--- src/rtl/strobe_gen_pkg.sv ---
package strobe_gen_pkg;
  typedef struct packed {
    logic ext;
    logic data;
    logic move;
    logic dis;
  } cyc_mode_t;
endpackage

--- src/rtl/strobe_slot_counter.sv ---
module strobe_slot_counter #(
  parameter int PERIODS = 12,
  localparam int SW = $clog2(PERIODS)
) (
  input  logic          clk,
  input  logic          rst,
  output logic [SW-1:0] slot_o,
  output logic          last_o
);
  localparam logic [SW-1:0] LAST = SW'(PERIODS - 1);

  logic [SW-1:0] slot_q;

  always_ff @(posedge clk) begin
    if (rst)                 slot_q <= '0;
    else if (slot_q == LAST) slot_q <= '0;
    else                     slot_q <= slot_q + 1'b1;
  end

  assign slot_o = slot_q;
  assign last_o = (slot_q == LAST);


  slot_wrap_chk: assert property (@(posedge clk) disable iff (rst)
    (slot_q == LAST) |=> (slot_q == '0));


  slot_step_chk: assert property (@(posedge clk) disable iff (rst)
    (slot_q != LAST) |=> (slot_q == $past(slot_q) + 1'b1));
endmodule

--- src/rtl/strobe_mode_latch.sv ---
module strobe_mode_latch
  import strobe_gen_pkg::*;
(
  input  logic      clk,
  input  logic      rst,
  input  logic      load_i,
  input  cyc_mode_t mode_i,
  output cyc_mode_t mode_o
);
  cyc_mode_t mode_q;

  always_ff @(posedge clk) begin
    if (rst || load_i) mode_q <= mode_i;
  end

  assign mode_o = mode_q;


  mode_hold_chk: assert property (@(posedge clk) disable iff (rst)
    !load_i |=> $stable(mode_q));
endmodule

--- src/rtl/strobe_decode.sv ---
module strobe_decode
  import strobe_gen_pkg::*;
#(
  parameter int PERIODS  = 12,
  parameter int LATCH_W  = 2,
  parameter int READ_W   = 3,
  localparam int SW      = $clog2(PERIODS),
  localparam int HALF    = PERIODS / 2
) (
  input  logic          rst,
  input  logic [SW-1:0] slot_i,
  input  cyc_mode_t     mode_i,
  output logic          ale_o,
  output logic          psen_n_o
);
  logic [1:0] ale_win;
  logic [1:0] rd_win;

  for (genvar k = 0; k < 2; k++) begin : g_half
    localparam logic [SW-1:0] A_LO = SW'(k * HALF);
    localparam logic [SW-1:0] A_HI = SW'(k * HALF + LATCH_W);
    localparam logic [SW-1:0] R_HI = SW'(k * HALF + LATCH_W + READ_W);
    assign ale_win[k] = (slot_i >= A_LO) && (slot_i < A_HI);
    assign rd_win[k]  = (slot_i >= A_HI) && (slot_i < R_HI);
  end

  logic latch_on;
  logic ale_pulse;
  logic rd_active;

  assign latch_on  = !mode_i.dis || mode_i.ext || mode_i.move;
  assign ale_pulse = ale_win[0] || (ale_win[1] && !mode_i.data);
  assign rd_active = mode_i.ext && !mode_i.data && (rd_win[0] || rd_win[1]);

  always_comb begin
    if (rst) begin
      ale_o    = 1'b0;
      psen_n_o = 1'b1;
    end else begin
      ale_o    = latch_on ? ale_pulse : 1'b1;
      psen_n_o = !rd_active;
    end
  end


  always_comb begin
    if (rst) reset_idle_chk: assert (ale_o == 1'b0 && psen_n_o == 1'b1);
  end
endmodule

--- src/rtl/ext_strobe_gen.sv ---
module ext_strobe_gen
  import strobe_gen_pkg::*;
#(
  parameter int PERIODS = 12,
  parameter int LATCH_W = 2,
  parameter int READ_W  = 3,
  localparam int SW     = $clog2(PERIODS)
) (
  input  logic          clk,
  input  logic          rst,
  input  logic          ext_exec_i,
  input  logic          data_cycle_i,
  input  logic          move_instr_i,
  input  logic          latch_dis_i,
  output logic [SW-1:0] slot_o,
  output logic          ale_o,
  output logic          psen_n_o
);
  logic      last;
  cyc_mode_t mode_in;
  cyc_mode_t mode;

  assign mode_in = '{ext: ext_exec_i, data: data_cycle_i,
                     move: move_instr_i, dis: latch_dis_i};

  strobe_slot_counter #(.PERIODS(PERIODS)) u_cnt (
    .clk(clk), .rst(rst), .slot_o(slot_o), .last_o(last)
  );

  strobe_mode_latch u_mode (
    .clk(clk), .rst(rst), .load_i(last), .mode_i(mode_in), .mode_o(mode)
  );

  strobe_decode #(.PERIODS(PERIODS), .LATCH_W(LATCH_W), .READ_W(READ_W)) u_dec (
    .rst(rst), .slot_i(slot_o), .mode_i(mode),
    .ale_o(ale_o), .psen_n_o(psen_n_o)
  );


  no_strobe_overlap_chk: assert property (@(posedge clk) disable iff (rst)
    !psen_n_o |-> !ale_o);


  data_no_read_chk: assert property (@(posedge clk) disable iff (rst)
    mode.data |-> psen_n_o);


  latch_rest_high_chk: assert property (@(posedge clk) disable iff (rst)
    (mode.dis && !mode.ext && !mode.move) |-> ale_o);
endmodule

--- config.mk ---
export PLATFORM = sky130hd
export DESIGN_NAME = ext_strobe_gen
export DESIGN_NICKNAME = d
export VERILOG_FILES = /design/src/rtl/strobe_gen_pkg.sv /design/src/rtl/strobe_slot_counter.sv /design/src/rtl/strobe_mode_latch.sv /design/src/rtl/strobe_decode.sv /design/src/rtl/ext_strobe_gen.sv
export SDC_FILE = /design/constraint.sdc
export NUM_CORES = 1
export LEC_CHECK = 0
export CAP_MARGIN = 15
export CORE_AREA = 2 2 39 41
export DETAILED_ROUTE_END_ITERATION = 8
export DIE_AREA = 0 0 41 43
export GPL_TIMING_DRIVEN = 0
export PLACE_DENSITY = 0.52
export SLEW_MARGIN = 20
export SYNTH_ARGS = -nofsm -noshare
export SYNTH_HDL_FRONTEND = slang
export SYNTH_SLANG_ARGS = --single-unit
--- constraint.sdc ---
create_clock -name clk -period 1.38 [get_ports clk]
set_clock_uncertainty 0.1 [all_clocks]
set_input_delay 0.138 -clock clk [delete_from_list [all_inputs] [get_ports clk]]
set_output_delay 0.138 -clock clk [all_outputs]
set_load 0.05 [all_outputs]
Word-level counts from Yosys, hierarchy flattened
Cells that the tools add are included.
{"block": "word_totals", "regBits": 8, "latch_bits": 0, "ramBits": 0, "rom_bits": 0, "inputBits": 6, "elab_cells": 34, "memories": 0}
{"block": "op_classes", "addsub": 1, "n_mul": 0, "div_mod_pow": 0, "magnitude_cmp": 8, "n_eq_ne": 1, "shift": 0, "n_mux": 3, "bitwise_logic": 0, "reduce_logical": 16}
{"cell": "4-bit < comparator, second input constant", "count": 2}
{"cell": "1-bit logical AND", "count": 7}
{"cell": "1-bit logical OR", "count": 5}
{"cell": "4-bit by 1-bit adder with 4-bit output, second input constant", "count": 1}
{"cell": "4-bit equality test, second input constant", "count": 1}
{"cell": "4-bit by 1-bit >= comparator with 1-bit output, second input constant", "count": 1}
{"cell": "4-bit by 2-bit >= comparator with 1-bit output, second input constant", "count": 1}
{"cell": "4-bit by 3-bit >= comparator with 1-bit output, second input constant", "count": 1}
{"cell": "4-bit >= comparator, second input constant", "count": 1}
{"cell": "4-bit by 2-bit < comparator with 1-bit output, second input constant", "count": 1}
{"cell": "4-bit by 3-bit < comparator with 1-bit output, second input constant", "count": 1}
{"cell": "1-bit zero test", "count": 3}
{"cell": "1-bit 2-to-1 mux", "count": 3}
{"cell": "2-bit OR reduction", "count": 1}

Longest topological paths before layout
{"block": "logic_depth", "depth_word": 6, "mapped_depth": 5}

Modules after synthesis
From an unflattened synthesis, not the netlist that was laid out.
{"block": "unflattened", "hier_cells": 32, "hier_area_um2": 389.1}
{"module": "strobe_slot_counter", "n_inst": 1, "cells_per_inst": 16, "area_each_um2": 188.9}
{"module": "strobe_mode_latch", "n_inst": 1, "cells_per_inst": 5, "area_each_um2": 126.4}
{"module": "strobe_decode", "n_inst": 1, "cells_per_inst": 11, "area_each_um2": 73.8}

Worst setup path before layout
No wires, ideal clock.
{"block": "synth_path", "kind": "register to output", "startpoint": "register u_cnt.slot_q[1], in the netlist u_cnt.slot_o[1]", "endpoint": "output port psen_n_o", "t_arrival_ns": 1.675, "path_slack_ns": -0.533, "path_stages_with_launch": 5, "path_cell_list": "dfxtp_1 > ha_1 > nor3_1 > o21ai_0 > nand4_1"}
{"block": "synth_via", "elab_chain_len": 6, "word_cells_on_any_way": 10, "cone_classes": "4 x order compare; 1 x mux; 5 x reduce/logical"}
{"item": "from (decl)", "line_no": "strobe_slot_counter.sv:12", "source": "logic [SW-1:0] slot_q;"}
{"item": "from (signal assigned)", "line_no": "strobe_slot_counter.sv:17", "source": "else slot_q <= slot_q + 1'b1;"}
{"item": "4-bit by 2-bit >= comparator with 1-bit output (tied with other cells)", "line_no": "strobe_decode.sv:24", "source": "assign rd_win[k] = (slot_i >= A_HI) && (slot_i < R_HI);"}
{"item": "1-bit logical AND", "line_no": "strobe_decode.sv:24"}
{"item": "1-bit logical OR (*)", "line_no": "strobe_decode.sv:33", "source": "assign rd_active = mode_i.ext && !mode_i.data && (rd_win[0] || rd_win[1]);"}
{"item": "1-bit logical AND (*)", "line_no": "strobe_decode.sv:33"}
{"item": "1-bit zero test (*)", "line_no": "strobe_decode.sv:41", "source": "psen_n_o = !rd_active;"}
{"item": "1-bit 2-to-1 mux (*)", "line_no": "strobe_decode.sv:36", "source": "if (rst) begin"}
{"item": "to (decl)", "line_no": "ext_strobe_gen.sv:17", "source": "output logic psen_n_o"}
Mark *: on every way between the ends. The rest lies on a longest branch, timed or not.

Worst setup path after layout
{"block": "layout_path", "startpoint": "input port rst", "endpoint": "output port ale_o"}
{"block": "layout_via", "elab_chain_len": 1}
{"item": "from (decl)", "line_no": "ext_strobe_gen.sv:10", "source": "input logic rst,"}
{"item": "1-bit 2-to-1 mux", "line_no": "strobe_decode.sv:36"}
{"item": "to (decl)", "line_no": "ext_strobe_gen.sv:16", "source": "output logic ale_o,"}
No other way between the ends.

==> metrics.yaml <==
sta:
  max_slew_margin: 0.675
  setup_slack_ns: -0.196
  hold_violations: 0
  fmax_mhz: 634
  finalSetupViolCount: 3
  drv_slew: 0
  worst_pin_slew_ns: 0.489
  period_share: 1.14
  rsz0062_at_grt: "yes"
  min_period_ns: 1.58
clocking:
  clk_latency_ns: 0.25
  hold_buffers: 0
  cts_buffers: 3
  root_buffer: "clkbuf_4"
  cts_max_level: 1
  clkTransAtPathRegs_ns: 0.06
  cts_tree: "built"
  clock_sinks: 8
  clockBufferDepth: 2
cells_and_area:
  fin_area_um2: 607
  areaGrowthSynthToFinish_pct: 62.2
  layout-drive-gt1-share: 0.423
  n_antenna_cell: 0
  nets: 62
placement:
  place_area_um2: 542
  io_buffers: 11
  place_ws_ns: -0.760
  place_hpwl_um: 498
  place_congestion: 0.693
detailed_routing:
  drt_iter0_drc: 0
  viasPerCell: 4.44
  ant_nets: 0
  num_vias: 302
  routed_wl_um: 710
  first_pass_iters: 1
  route.detailed.drc: 0
  wl_per_cell_um: 10.4
global_routing:
  antenna_found_initial: 0
  first_global_vias: 274
  grt_max_degree: 9
  grt_pass1_wl_um: 1060
  grt_overflow: 0
  grt_usage: 0.0963
floorplan:
  start_util: 0.270
  ios: 12
  core_mm2: 0.00138
  rows: 14
  die_area_mm2: 0.00176
  die_x_um: 41
  dieHeight_um: 43
power_and_ir_drop:
  ir_worst_vdd_mv: 0.647
  internal-power_w: 0.000440
  seqPwrFrac: 0.456
  p_total_w: 0.000616
  cellLeakagePower_nw: 0.236
  comb_power_share: 0.234
  clkPwrFrac: 0.310
  power_switching_share: 0.286
  switchingPower_w: 0.000176
  power_density_mw_per_mm2: 1020
min_path:
  worstHoldPathType: "in2reg"
  hold_start: "data_cycle_i"
synthesis:
  ys.warnings.count: 0
  synth_edf_count: 4
  ys_ff_latch: 8
  syn_area_per_cell_um2: 11.0
  synth_flop_cell: "edfxtp_1"
  yosysSeqAreaShare: 0.535
  synthesis.nets: 43
  async_flop_share: 0
  synth.distinct_cells: 19
  syn-instance-count: 34
  syn_area_um2: 374
setup_path:
  setup.worst_path.start: "rst"
  worstPathArrival_ns: 1.34
  start_kind: "primary input"
  end_kind: "primary output"
  criticalPathCategory: "in2out"
  rr_startpoint: "u_cnt.slot_o[1]$_SDFF_PP0_"
  worstPathRequired_ns: 1.14
  worst-path-max-fanout: 5
run_status:
  status: "finished, violations left"
  failed_checks: "setup timing"
job:
  maxCapViolations: 0
==> state kept, by name, indices dropped and copies added, names as in the netlist <==
name and flops:
u_cnt.slot_o 4, u_mode.mode_o 4
==> layout by cell type, fill, tap and decap left out, types with 2 or more instances in the layout <==
master and instances:
nor4_1 2, buf_6 3, inv_1 2, nor2_1 5, dfxtp_4 3, clkdlybuf4s15_2 2
dlygate4sd2_1 2, clkdlybuf4s50_1 5, edfxtp_1 4, buf_4 3, clkbuf_4 3, ha_1 2
==> power by group through the flow <==
| stage | registers, W | logic (W) | clock network [W] |
|---|---|---|---|
| after CTS | 0.000280 | 0.000141 | 0.000203 |
| after global placement | 0.000284 | 0.000133 | 0 |
| after global routing | 0.000283 | 0.000155 | 0.000217 |
| after floorplan | 0.000308 | 0.0000634 | 0 |
| after detailed placement | 0.000285 | 0.000135 | 0 |
| final | 0.000281 | 0.000144 | 0.000191 |
==> kinds of logic (layout without fill, tap and decap cells) <==
family	Yosys count	count (layout)	share of synthesized area
AOI/OAI and AO/OA	2	2	0.0435
DFF	8	8	0.535
adders and majority gates	3	3	0.100
buffers and inverters	4	22	0.0602
and+or+nand+nor	15	15	0.214
xor gates and xnor gates	2	2	0.0468
==> synth_stat cells, types with 2 or more instances <==
cell | n | area [um^2]
nor4_1 | 2 | 12.5
edfxtp_1 | 4 | 120
nor2_1 | 5 | 18.8
inv_1 | 3 | 11.3
dfxtp_1 | 4 | 80.1
ha_1 | 3 | 37.5
==> routing by layer <==
metal | vias up | global-route usage | share of wire
met5 | - | 0 | 0
met4 | 0 | 0.0600 | 0.011
met3 | 2 | 0.0628 | 0.049
met2 | 7 | 0.122 | 0.48
met1 | 137 | 0.116 | 0.46
li1 | 156 | - | -
==> layout make-up <==
class / count / area (um^2)
fillers: 146 / 777
clock buffers: 4 / 26.3
inverters: 3 / 13.8
plain buffers: 1 / 11.3
flip-flops and latches: 8 / 213
multi-input cells: 22 / 188
well taps: 16 / 20.0
repair buffers: 14 / 135
==> worst paths after layout <==
check,cells past startpoint,slack (ns),end
max,4,-0.20,ale_o
min,1,0.34,u_mode.mode_o[2]$_DFFE_PP_
max reg2reg,3,0.06,u_mode.mode_o[2]$_DFFE_PP_
min reg2reg,1,0.36,u_cnt.slot_o[0]$_SDFF_PP0_
==> per-stage QoR <==
stage | util | cells | hold WS [ns] | setup TNS (ns)
after global placement | 0.392 | 61 | 0.339 | -1.38
after detailed placement | 0.392 | 61 | 0.345 | -1.39
after CTS | 0.423 | 66 | 0.333 | -0.386
after floorplan | - | 34 | 0.137 | -0.185
final | 0.439 | 68 | 0.337 | -0.342
after global routing | 0.439 | 68 | 0.330 | -0.735
==> timing repair <==
action / in CTS / in global routing
setup endpoints to repair: 6 / 8
buffers inserted: 1 / 2
gates resized for setup: 24 / 1
==> critical path, stage by stage <==
cell	delay [ns]
clkdlybuf4s50_1	0.57
nor4b_2	0.08
or3_4	0.39
buf_6	0.16
Note: power is estimated with default switching activity, not from simulation.
